File: config.mk
export PLATFORM = sky130hd
export DESIGN_NAME = irq_arbiter
export DESIGN_NICKNAME = d
export VERILOG_FILES = /design/src/rtl/irq_arbiter.sv
export SDC_FILE = /design/constraint.sdc
export NUM_CORES = 1
export LEC_CHECK = 0
export BUFFER_PORTS_ARGS = -buffer_cell sky130_fd_sc_hd__buf_2
export CAP_MARGIN = 20
export CORE_ASPECT_RATIO = 0.75
export CORE_MARGIN = 3
export CORE_UTILIZATION = 51
export CTS_CLUSTER_DIAMETER = 100
export DETAILED_ROUTE_END_ITERATION = 8
export PLACE_DENSITY = 0.79
export SYNTH_ARGS = -nofsm -noshare
export SYNTH_HDL_FRONTEND = slang
export SYNTH_SLANG_ARGS = --single-unit
File: constraint.sdc
create_clock -name clk -period 2.45 [get_ports clk]
set_input_delay 0.49 -clock clk [delete_from_list [all_inputs] [get_ports clk]]
set_output_delay 0.49 -clock clk [all_outputs]
set_load 0.01 [all_outputs]
File: src/rtl/irq_arbiter.sv
module irq_arbiter #(
  parameter int              VEC_W      = 16,
  parameter logic [15:0]     VEC_BASE   = 16'h0003,
  parameter int              VEC_STRIDE = 8
) (
  input  logic             clk,
  input  logic             rst_n,
  input  logic             mc_strobe,
  input  logic [1:0]       ext_req_n,
  input  logic [1:0]       tmr_ovf,
  input  logic             ser_rx_flag,
  input  logic             ser_tx_flag,
  input  logic             cfg_we,
  input  logic [1:0]       cfg_addr,
  input  logic [5:0]       cfg_wdata,
  input  logic             vec_take,
  input  logic             reti,
  output logic             irq_req,
  output logic             irq_level,
  output logic [VEC_W-1:0] irq_vector,
  output logic             irq_ack,
  output logic [4:0]       ack_src
);
  localparam int NSRC  = 5;
  localparam int NEXT  = 2;
  localparam int IDX_W = $clog2(NSRC);
  localparam int GLB   = NSRC;

  logic [NSRC-1:0] en_src, pri;
  logic            en_glb;
  logic [NEXT-1:0] edge_mode, ext_prev, ext_flag, tmr_flag;
  logic            ins_hi, ins_lo, taken_mc;

  logic [NSRC-1:0] raw, pend, hi_set, lo_set, win_oh;
  logic [IDX_W-1:0] hi_idx, lo_idx, win_idx;
  logic            hi_any, lo_any, found, take_ok;

  assign raw    = {ser_rx_flag | ser_tx_flag, tmr_flag[1], ext_flag[1], tmr_flag[0], ext_flag[0]};
  assign pend   = raw & en_src & {NSRC{en_glb}};
  assign hi_set = pend & pri;
  assign lo_set = pend & ~pri;

  always_comb begin
    hi_idx = '0; hi_any = 1'b0;
    lo_idx = '0; lo_any = 1'b0;
    for (int i = NSRC-1; i >= 0; i--) begin
      if (hi_set[i]) begin hi_idx = IDX_W'(i); hi_any = 1'b1; end
      if (lo_set[i]) begin lo_idx = IDX_W'(i); lo_any = 1'b1; end
    end
  end

  assign irq_level  = hi_any & ~ins_hi;
  assign found      = irq_level | (lo_any & ~ins_hi & ~ins_lo);
  assign win_idx    = irq_level ? hi_idx : lo_idx;
  assign win_oh     = NSRC'(1) << win_idx;
  assign irq_req    = found & ~taken_mc;
  assign take_ok    = vec_take & irq_req;
  assign irq_vector = VEC_BASE + VEC_W'(win_idx) * VEC_W'(VEC_STRIDE);

  always_ff @(posedge clk) begin
    if (!rst_n) begin
      en_src <= '0; en_glb <= 1'b0; pri <= '0; edge_mode <= '0;
    end else if (cfg_we) begin
      case (cfg_addr)
        2'd0: begin en_src <= cfg_wdata[NSRC-1:0]; en_glb <= cfg_wdata[GLB]; end
        2'd1: pri <= cfg_wdata[NSRC-1:0];
        2'd2: edge_mode <= cfg_wdata[NEXT-1:0];
        default: ;
      endcase
    end
  end

  for (genvar g = 0; g < NEXT; g++) begin : g_ext
    logic pin, edge_set, edge_clr, tmr_clr;
    assign pin      = ext_req_n[g];
    assign edge_set = mc_strobe & edge_mode[g] & ext_prev[g] & ~pin;
    assign edge_clr = take_ok & win_oh[2*g] & edge_mode[g];
    assign tmr_clr  = take_ok & win_oh[2*g+1];

    always_ff @(posedge clk) begin
      if (!rst_n) begin
        ext_prev[g] <= 1'b1;
        ext_flag[g] <= 1'b0;
        tmr_flag[g] <= 1'b0;
      end else begin
        if (mc_strobe) ext_prev[g] <= pin;
        if (mc_strobe && !edge_mode[g]) ext_flag[g] <= ~pin;
        else if (edge_set)              ext_flag[g] <= 1'b1;
        else if (edge_clr)              ext_flag[g] <= 1'b0;
        if (tmr_ovf[g])   tmr_flag[g] <= 1'b1;
        else if (tmr_clr) tmr_flag[g] <= 1'b0;
      end
    end
  end

  always_ff @(posedge clk) begin
    if (!rst_n) begin
      ins_hi <= 1'b0; ins_lo <= 1'b0; taken_mc <= 1'b0;
      irq_ack <= 1'b0; ack_src <= '0;
    end else begin
      if (reti && ins_hi)      ins_hi <= 1'b0;
      else if (reti)           ins_lo <= 1'b0;
      if (take_ok && irq_level)  ins_hi <= 1'b1;
      if (take_ok && !irq_level) ins_lo <= 1'b1;
      if (take_ok)        taken_mc <= 1'b1;
      else if (mc_strobe) taken_mc <= 1'b0;
      irq_ack <= take_ok;
      ack_src <= take_ok ? win_oh : '0;
    end
  end

  p_gate_r2: assert property (@(posedge clk) disable iff (!rst_n)
    irq_req |-> (en_glb && en_src[win_idx]));
  p_vec_r5: assert property (@(posedge clk) disable iff (!rst_n)
    irq_req |-> (irq_vector[2:0] == 3'd3 && irq_vector <= VEC_BASE + VEC_W'(4*VEC_STRIDE)));
  p_lo_block_r6: assert property (@(posedge clk) disable iff (!rst_n)
    (ins_lo && irq_req) |-> pri[win_idx]);
  p_hi_block_r7: assert property (@(posedge clk) disable iff (!rst_n)
    ins_hi |-> !irq_req);
  p_level_r8: assert property (@(posedge clk) disable iff (!rst_n)
    (mc_strobe && !edge_mode[0]) |=> (ext_flag[0] == !$past(ext_req_n[0])));
  p_edge_r9: assert property (@(posedge clk) disable iff (!rst_n)
    (mc_strobe && edge_mode[1] && ext_prev[1] && !ext_req_n[1]) |=> ext_flag[1]);
  p_tmr_clr_r10: assert property (@(posedge clk) disable iff (!rst_n)
    (take_ok && win_idx == 3'd1 && !tmr_ovf[0]) |=> !tmr_flag[0]);
  p_ser_r11: assert property (@(posedge clk) disable iff (!rst_n)
    (irq_req && win_idx == 3'd4) |-> (ser_rx_flag || ser_tx_flag));
  p_once_r12: assert property (@(posedge clk) disable iff (!rst_n)
    (vec_take && irq_req) |=> !irq_req);
  p_reti_r13: assert property (@(posedge clk) disable iff (!rst_n)
    (reti && ins_hi) |=> !ins_hi);
  p_ack_r14: assert property (@(posedge clk) disable iff (!rst_n)
    (vec_take && irq_req) |=> (irq_ack && $countones(ack_src) == 1));
endmodule

==> results of run 1 <==
-- power by group --
group	switching [mW]	total (mW)	leakage, nW	internal, mW
combinational	0.0451	0.0776	0.574	0.0325
clock	0.133	0.244	0.0216	0.110
sequential	0.0136	0.482	0.228	0.468
-- repair_timing --
| item | CTS | global route |
|---|---|---|
| endpoints found under the setup margin | 1 | 3 |
| pin swaps | 1 | 4 |
| setup buffers | 1 | 1 |
| gates resized for setup | 1 | 3 |
-- stage by stage --
step           worst slack, ns  hold slack [ns]  utilization  cells
2_1_floorplan            0.420            0.454            -    172
3_3_place_gp            0.0907            0.467        0.606    226
3_5_place_dp          -0.00339            0.502        0.606    226
4_1_cts                0.00592            0.452        0.629    230
5_1_grt                 0.0130            0.480        0.635    231
6_report                 0.112            0.452        0.635    231
-- final cells by class --
class                   instances  share of cell area
multi-input cells             119               0.487
flip-flops and latches         28               0.327
repair buffers                 36               0.116
well taps                      36              0.0263
clock buffers                   3              0.0241
inverters                       9              0.0197
-- final timing paths --
path	to	slack, ns	depth (start not counted)
max	irq_vector[4]	0.11	7
min	en_glb	0.45	3
min reg2reg	ins_lo	0.51	2
max reg2reg	ext_flag[1]	0.48	7
-- metal layers --
layer  GRT usage  vias to the layer above  part of all wire
met1       0.276                      589              0.46
met3      0.0451                        5             0.070
li1            -                      628                 -
met5           0                        -                 0
met4      0.0594                        0             0.012
met2       0.328                       46              0.45
-- sequential cells by signal, summed over array words and instances, names as in the netlist --
signal     flops
raw            2
pri            5
en_src         5
en_glb         1
ins_hi         1
edge_mode      2
ext_flag       2
taken_mc       1
ins_lo         1
irq_ack        1
ack_src        5
ext_prev       2
-- tightest hold or removal path, cell delays in order --
cell and delay [ns]:
buf_2 0.08, mux2i_1 0.06, nor2_1 0.07
-- cell usage in the layout (no fill, tap or decap), types with 2 or more instances in the layout --
cell type and count:
clkbuf_8 3, buf_2 30, nand2b_1 4, nor3b_1 2, a41oi_1 4, nor2_1 22
dfxtp_1 27, nand3b_1 2, nor2b_1 3, and4b_2 2, o21ai_0 9, nand4b_1 3
conb_1 13, nand4_1 6, a21oi_1 4, a31oi_1 2, inv_1 7, mux2i_1 14
buf_4 5, o21a_1 2, nand2_1 3, o211ai_1 2
-- logic make-up (layout without fill, tap and decap cells) --
kind of cell,Yosys count,after routing,synth area share
buffers and inverters,25,48,0.101
other,2,13,0.00504
muxes,15,15,0.102
DFF,28,28,0.376
AOI/OAI and AO/OA,35,35,0.186
and+or+nand+nor,56,56,0.230
==> impl_metrics.env, run 1 <==
export IMPL_first_pass_iters=4
export IMPL_cts_tree="built"
export IMPL_fin_worst_skew_ns=0.00323
export IMPL_hold_start="cfg_wdata[5]"
export IMPL_hp_class="primary input to register"
export IMPL_n_antenna_cell=0
export IMPL_gp_congestion=0.892
export IMPL_cts_root_buf="clkbuf_8"
export IMPL_antenna_found_initial=0
export IMPL_drv_slew=0
export IMPL_startpoint="en_glb"
export IMPL_worst_slew_pin_slew_ns=0.686
export IMPL_synth_area_top_cells="dfxtp_1, mux2i_1, buf_4"
export IMPL_fin_crit_ns=2.34
export IMPL_cts_buffer_depth=2
export IMPL_path_clk_slew_ns=0.09
export IMPL_syn_area_sq_um=1490
export IMPL_drt_total_wl_microns=3290
export IMPL_overflow=0
export IMPL_postSynth_asyncResetShare=0
export IMPL_max_cap_violations=0
export IMPL_ant_nets=0
export IMPL_p_leak_nw=0.824
export IMPL_fin_crit_sh=0.954
export IMPL_multiInputGateArea_sq_um=835
export IMPL_grt_first_pass_wirelength_microns=5490
export IMPL_clk_latency_ns=0.27
export IMPL_setup_viol=0
export IMPL_slowest_stage="dfxtp_2"
export IMPL_design_core_area_sq_um=2700
export IMPL_critPathRequiredTime_ns=1.96
export IMPL_wl_per_cell_microns=14.3
export IMPL_grt_usage=0.206
export IMPL_synth_common_cells="dfxtp_1, nor2_1, mux2i_1, buf_4, o21ai_0"
export IMPL_nFillCells=240
export IMPL_ys_flop_type="dfxtp_1"
export IMPL_hold_buffers=0
export IMPL_start_util=0.551
export IMPL_hpwl_microns=2600
export IMPL_critPathMaxFanout=11
export IMPL_status="finished, final reports clean"
export IMPL_crit_arrival_ns=1.85
export IMPL_hold_viol=0
export IMPL_crit_type="register to primary output"
export IMPL_cpLargestDelayFamily="compound AO/OA/AOI/OAI gates"
export IMPL_crit_path_start_kind="register"
export IMPL_slew_headroom=0.541
export IMPL_crit_buf_inv=3
export IMPL_h_tree_depth=1
export IMPL_fin_setup_tns_ns=0
export IMPL_end_kind="primary output"
export IMPL_path_cells="buf_6 -> and4b_2 -> a2111oi_4 -> o211ai_1 -> and2_4 -> inv_2 -> buf_2"
export IMPL_fmax_ghz=0.428
export IMPL_die_h_microns=52.8
export IMPL_vias=1268
export IMPL_cts_buffers=3
export IMPL_die_width_microns=68.4
export IMPL_grt_max_degree=18
export IMPL_r2r_start="en_glb"
export IMPL_regArea_sq_um=562
export IMPL_yosysWarningCount=0
export IMPL_ys_ff_latch=28
export IMPL_drive_above_1_share=0.267
export IMPL_avgSynthCellArea_sq_um=9.25
export IMPL_die_area_sq_um=3610
export IMPL_first_global_vias=1164
export IMPL_vias_per_cell=5.49
export IMPL_synth_edf_count=0
export IMPL_synth_largest_area_cell="dfxtp_1"
export IMPL_seq_area_frac_synth=0.376
export IMPL_syn_inst=161
export IMPL_synth_cell_types=45
export IMPL_first_iter_violations=80
export IMPL_yosysMostFrequentCell="dfxtp_1"
export IMPL_finalPower_mw=0.803
export IMPL_fin_area_sq_um=1720
export IMPL_slowest_delay_ns=0.34
export IMPL_p_per_area_nw_per_um2=468
export IMPL_place_area_sq_um=1640
export IMPL_rsz0062_at_grt="false"
export IMPL_nets=217
export IMPL_netlist_area_leader_share=0.376
export IMPL_io_buffers=30
export IMPL_syn_to_final_growth_pct=15.2
export IMPL_fp_row_count=16
export IMPL_io_pins=44
export IMPL_peakVddDrop_mv=0.399
export IMPL_drc=0
export IMPL_cts_sinks=28
Note: power is estimated with default switching activity, not from simulation.
==> run 2, diff against run 1 <==
Settings changed: RECOVER_POWER set to 25.
==> run 2 against run 1 <==
  * Clock power hardly changed
  * Flip-flop and latch count stayed put
  * Non-clock buffer count stayed put
  * Cell count stayed put
  * Critical path depth stayed put
  * Largest cell class unchanged
==> impl_metrics.env, run 2 (same netlist as run 1, synthesis figures left out) <==
export IMPL_fin_area_sq_um=1710
export IMPL_drc=0
export IMPL_grt_max_degree=18
export IMPL_rsz0062_at_grt="false"
export IMPL_max_cap_violations=0
export IMPL_antenna_found_initial=0
export IMPL_io_pins=44
export IMPL_critPathRequiredTime_ns=1.96
export IMPL_critPathMaxFanout=11
export IMPL_slowest_stage="dfxtp_2"
export IMPL_largestRegisters="ack_src: 5 flops, en_src: 5 flops, pri: 5 flops"
export IMPL_design_core_area_sq_um=2700
export IMPL_drive_above_1_share=0.251
export IMPL_whs_path_depth=3
export IMPL_hp_class="primary input to register"
export IMPL_fin_worst_skew_ns=0.00323
export IMPL_cpLargestDelayFamily="compound AO/OA/AOI/OAI gates"
export IMPL_p_per_area_nw_per_um2=469
export IMPL_clk_latency_ns=0.27
export IMPL_grt_usage=0.206
export IMPL_first_global_vias=1164
export IMPL_p_leak_nw=0.815
export IMPL_end_kind="primary output"
export IMPL_hpwl_microns=2600
export IMPL_r2r_cells=7
export IMPL_slowest_delay_ns=0.34
export IMPL_r2r_slack_ns=0.48
export IMPL_final_common_cell="buf_2"
export IMPL_setup_viol=0
export IMPL_first_pass_iters=4
export IMPL_status="finished, final reports clean"
export IMPL_cts_buffer_depth=2
export IMPL_crit_type="register to primary output"
export IMPL_cts_buffers=3
export IMPL_overflow=0
export IMPL_die_width_microns=68.4
export IMPL_gp_congestion=0.892
export IMPL_hold_viol=0
export IMPL_place_area_sq_um=1640
export IMPL_min_to="en_glb"
export IMPL_crit_arrival_ns=1.85
export IMPL_syn_to_final_growth_pct=14.8
export IMPL_layout_common_cells="buf_2, dfxtp_1, nor2_1"
export IMPL_hold_buffers=0
export IMPL_vias_per_cell=5.49
export IMPL_io_buffers=30
export IMPL_fmax_ghz=0.428
export IMPL_crit_path_start_kind="register"
export IMPL_h_tree_depth=1
export IMPL_startpoint="en_glb"
export IMPL_fp_row_count=16
export IMPL_drt_total_wl_microns=3300
export IMPL_fin_setup_tns_ns=0
export IMPL_ant_nets=0
export IMPL_final_core_util=0.632
export IMPL_slew_headroom=0.536
export IMPL_wl_per_cell_microns=14.3
export IMPL_grt_first_pass_wirelength_microns=5490
export IMPL_hold_start="cfg_wdata[5]"
export IMPL_worst_slew_pin_slew_ns=0.696
export IMPL_crit_buf_inv=3
export IMPL_cts_sinks=28
export IMPL_drv_slew=0
export IMPL_die_h_microns=52.8
export IMPL_path_cells="buf_6 -> and4b_2 -> a2111oi_4 -> o211ai_1 -> and2_4 -> inv_2 -> buf_2"
export IMPL_r2r_start="en_glb"
export IMPL_fin_crit_ns=2.34
export IMPL_start_util=0.551
export IMPL_die_area_sq_um=3610
export IMPL_rr_endpoint="ext_flag[1]"
export IMPL_path_clk_slew_ns=0.09
export IMPL_nets=217
export IMPL_peakVddDrop_mv=0.394
export IMPL_vias=1268
export IMPL_first_iter_violations=80
export IMPL_cts_root_buf="clkbuf_8"
export IMPL_cts_tree="built"
export IMPL_fin_crit_sh=0.954
export IMPL_n_antenna_cell=0
==> run 2: cell count changes in the layout (fill, tap and decap cells not counted) <==
cell      change
clkbuf_1      +3
buf_4         -1
buf_2         -2
==> run 2: worst max path at each step <==
stage,end,slack (ns),cells past startpoint
2_1_floorplan,irq_vector[4],0.42,5
3_3_place_gp,irq_vector[4],0.09,7
3_5_place_dp,irq_vector[4],-0.003,7
4_1_cts,irq_vector[4],0.006,6
5_1_grt,irq_vector[4],0.01,6
6_report,irq_vector[4],0.11,7
==> run 2: worst reg2reg max path, cell delays in order, from the launching register on <==
cell,delay (ns)
dfxtp_2,0.34
buf_6,0.14
and4b_2,0.25
a2111oi_4,0.29
o211ai_1,0.19
buf_4,0.18
a222oi_1,0.31
a311oi_1,0.13
==> run 2: power breakdown <==
| part | internal, mW | switching, mW |
|---|---|---|
| logic | 0.0312 | 0.0451 |
| clock network | 0.110 | 0.133 |
| registers | 0.468 | 0.0136 |
==> run 2: metal layers <==
layer / GRT usage / share of wire
met1: 0.276 / 0.47
met2: 0.328 / 0.45
met3: 0.0451 / 0.070
met4: 0.0594 / 0.012
met5: 0 / 0
==> run 2: layout make-up <==
cell class                      instances  area [sq um]
Multi-Input combinational cell        119           835
Sequential cell                        28           562
Clock buffer                            3          41.3
Fill cell                             244           993
Inverter                                9          33.8
Tap cell                               36          45.0
Timing Repair Buffer                   36           193
==> run 2: stage by stage <==
| step | instances | setup slack (ns) | hold WS (ns) | power [mW] |
|---|---|---|---|---|
| global route | 231 | 0.0130 | 0.480 | 0.836 |
| finish | 231 | 0.112 | 0.452 | 0.802 |
| CTS | 230 | 0.00592 | 0.452 | 0.809 |
| global placement | 226 | 0.0907 | 0.467 | 0.564 |
| floorplan | 172 | 0.420 | 0.454 | 0.551 |
| detailed placement | 226 | -0.00339 | 0.502 | 0.568 |
==> run 2: repair_timing <==
item	CTS	global route
gates resized for setup	1	3
endpoints found under the setup margin	1	3
setup buffers	1	1
pin swaps	1	4
==> run 3, diff against run 2 <==
Settings changed: REMOVE_ABC_BUFFERS set to 1.
==> run 3 against run 2 <==
  * Sequential power is essentially flat
  * Register-to-register slack worse by 0.08 ns
  * Largest power group unchanged
  * Clock skew barely moved
  * Total power increased by 6.0%
  * Clock power rose by 19%
  * Via count is 7.1% higher
==> impl_metrics.env, run 3 (same netlist as run 1, synthesis figures left out) <==
export IMPL_start_util=0.551
export IMPL_setup_viol=0
export IMPL_fin_setup_tns_ns=0
export IMPL_h_tree_depth=1
export IMPL_first_global_vias=1181
export IMPL_crit_top_cell="buf_6"
export IMPL_worst_slew_pin_slew_ns=0.645
export IMPL_ant_nets=0
export IMPL_gp_congestion=0.929
export IMPL_path_clk_slew_ns=0.10
export IMPL_fp_row_count=16
export IMPL_regArea_sq_um=564
export IMPL_status="finished, final reports clean"
export IMPL_vias=1358
export IMPL_multiInputGateArea_sq_um=857
export IMPL_syn_to_final_growth_pct=20.2
export IMPL_peakVddDrop_mv=0.431
export IMPL_p_per_area_nw_per_um2=475
export IMPL_rsz0062_at_grt="true"
export IMPL_drc=0
export IMPL_io_buffers=30
export IMPL_layout_common_cells="dfxtp_1, buf_2, nor2_1"
export IMPL_p_leak_nw=0.842
export IMPL_hold_viol=0
export IMPL_critPathMaxFanout=8
export IMPL_finalWorstSetupSlack_ns=0.0324
export IMPL_design_core_area_sq_um=2700
export IMPL_fin_crit_ns=2.42
export IMPL_crit_arrival_ns=1.93
export IMPL_fin_worst_skew_ns=0.00275
export IMPL_nets=221
export IMPL_path_cells="buf_6 -> and4b_2 -> a2111oi_4 -> o211ai_1 -> and2_4 -> inv_4 -> buf_6"
export IMPL_fin_crit_sh=0.987
export IMPL_grt_max_degree=18
export IMPL_max_cap_violations=0
export IMPL_drt_total_wl_microns=3570
export IMPL_overflow=0
export IMPL_die_width_microns=68.4
export IMPL_critPathRequiredTime_ns=1.96
export IMPL_slew_headroom=0.568
export IMPL_hpwl_microns=2620
export IMPL_dp_slack_ns=0.0645
export IMPL_io_pins=44
export IMPL_crit_type="register to primary output"
export IMPL_hold_buffers=0
export IMPL_crit_path_start_kind="register"
export IMPL_cts_sinks=28
export IMPL_fmax_ghz=0.414
export IMPL_slowest_stage="dfxtp_4"
export IMPL_end_kind="primary output"
export IMPL_wl_per_cell_microns=15.1
export IMPL_drive_above_1_share=0.280
export IMPL_clk_latency_ns=0.28
export IMPL_cts_buffers=3
export IMPL_grt_usage=0.207
export IMPL_drv_slew=0
export IMPL_final_common_cell="dfxtp_1"
export IMPL_crit_buf_inv=3
export IMPL_cpLargestDelayFamily="simple AND/OR/NAND/NOR gates"
export IMPL_first_iter_violations=75
export IMPL_die_area_sq_um=3610
export IMPL_die_h_microns=52.8
export IMPL_cts_buffer_depth=2
export IMPL_grt_first_pass_wirelength_microns=5510
export IMPL_cts_root_buf="clkbuf_8"
export IMPL_antenna_found_initial=0
export IMPL_nFillCells=233
export IMPL_hold_ws_ns=0.440
export IMPL_largestRegisters="ack_src: 5 flops, en_src: 5 flops, pri: 5 flops"
export IMPL_slowest_delay_ns=0.38
export IMPL_vias_per_cell=5.75
export IMPL_first_pass_iters=5
export IMPL_n_antenna_cell=0
export IMPL_hp_class="primary input to register"
export IMPL_final_core_util=0.662
export IMPL_cts_tree="built"
run 3: where the power goes:
| group | switching (mW) | total [mW] | internal [mW] | leakage (nW) |
|---|---|---|---|---|
| Sequential | 0.0134 | 0.481 | 0.468 | 0.229 |
| Combinational | 0.0456 | 0.0781 | 0.0325 | 0.584 |
| Clock | 0.147 | 0.291 | 0.144 | 0.0288 |
| Total | 0.206 | 0.850 | 0.644 | 0.842 |
run 3: worst min-delay path, cell delays in order:
cell	delay (ns)
buf_2	0.08
mux2i_1	0.05
nor2_1	0.07
run 3: final timing paths:
kind,from,slack (ns),endpoint,depth (start not counted)
worst max-delay path,en_glb,0.03,irq_vector[4],7
worst min-delay path,cfg_wdata[5],0.44,en_glb,3
worst max register to register,en_glb,0.40,ext_flag[1],7
worst min register to register,ins_lo,0.49,ins_lo,2
run 3: cell type report:
type / instances / share of cell area
multi-input combinational: 119 / 0.479
sequential: 28 / 0.315
tap: 36 / 0.0252
timing repair buffer: 40 / 0.129
clock buffer: 4 / 0.0308
inverter: 9 / 0.0203
run 3: what timing repair did:
item	CTS	global route
pin swaps	1	5
cloned	0	0
endpoints found under the setup margin	2	3
gates resized for setup	3	7
buffers inserted	1	6
run 3: routing by layer:
| layer | vias to the layer above | wire length (microns) | global-route usage |
|---|---|---|---|
| li1 | 645 | - | - |
| met1 | 637 | 1580 | 0.289 |
| met2 | 69 | 1640 | 0.306 |
| met3 | 7 | 292 | 0.0622 |
| met4 | 0 | 49 | 0.0561 |
| met5 | - | 0 | 0 |
run 3: stage by stage:
| stage | cells | power (mW) | cell area [sq um] |
|---|---|---|---|
| 2_1_floorplan | 156 | 0.533 | 1410 |
| 3_3_place_gp | 225 | 0.564 | 1630 |
| 3_5_place_dp | 225 | 0.568 | 1630 |
| 4_1_cts | 230 | 0.851 | 1710 |
| 5_1_grt | 236 | 0.887 | 1790 |
| 6_report | 236 | 0.850 | 1790 |
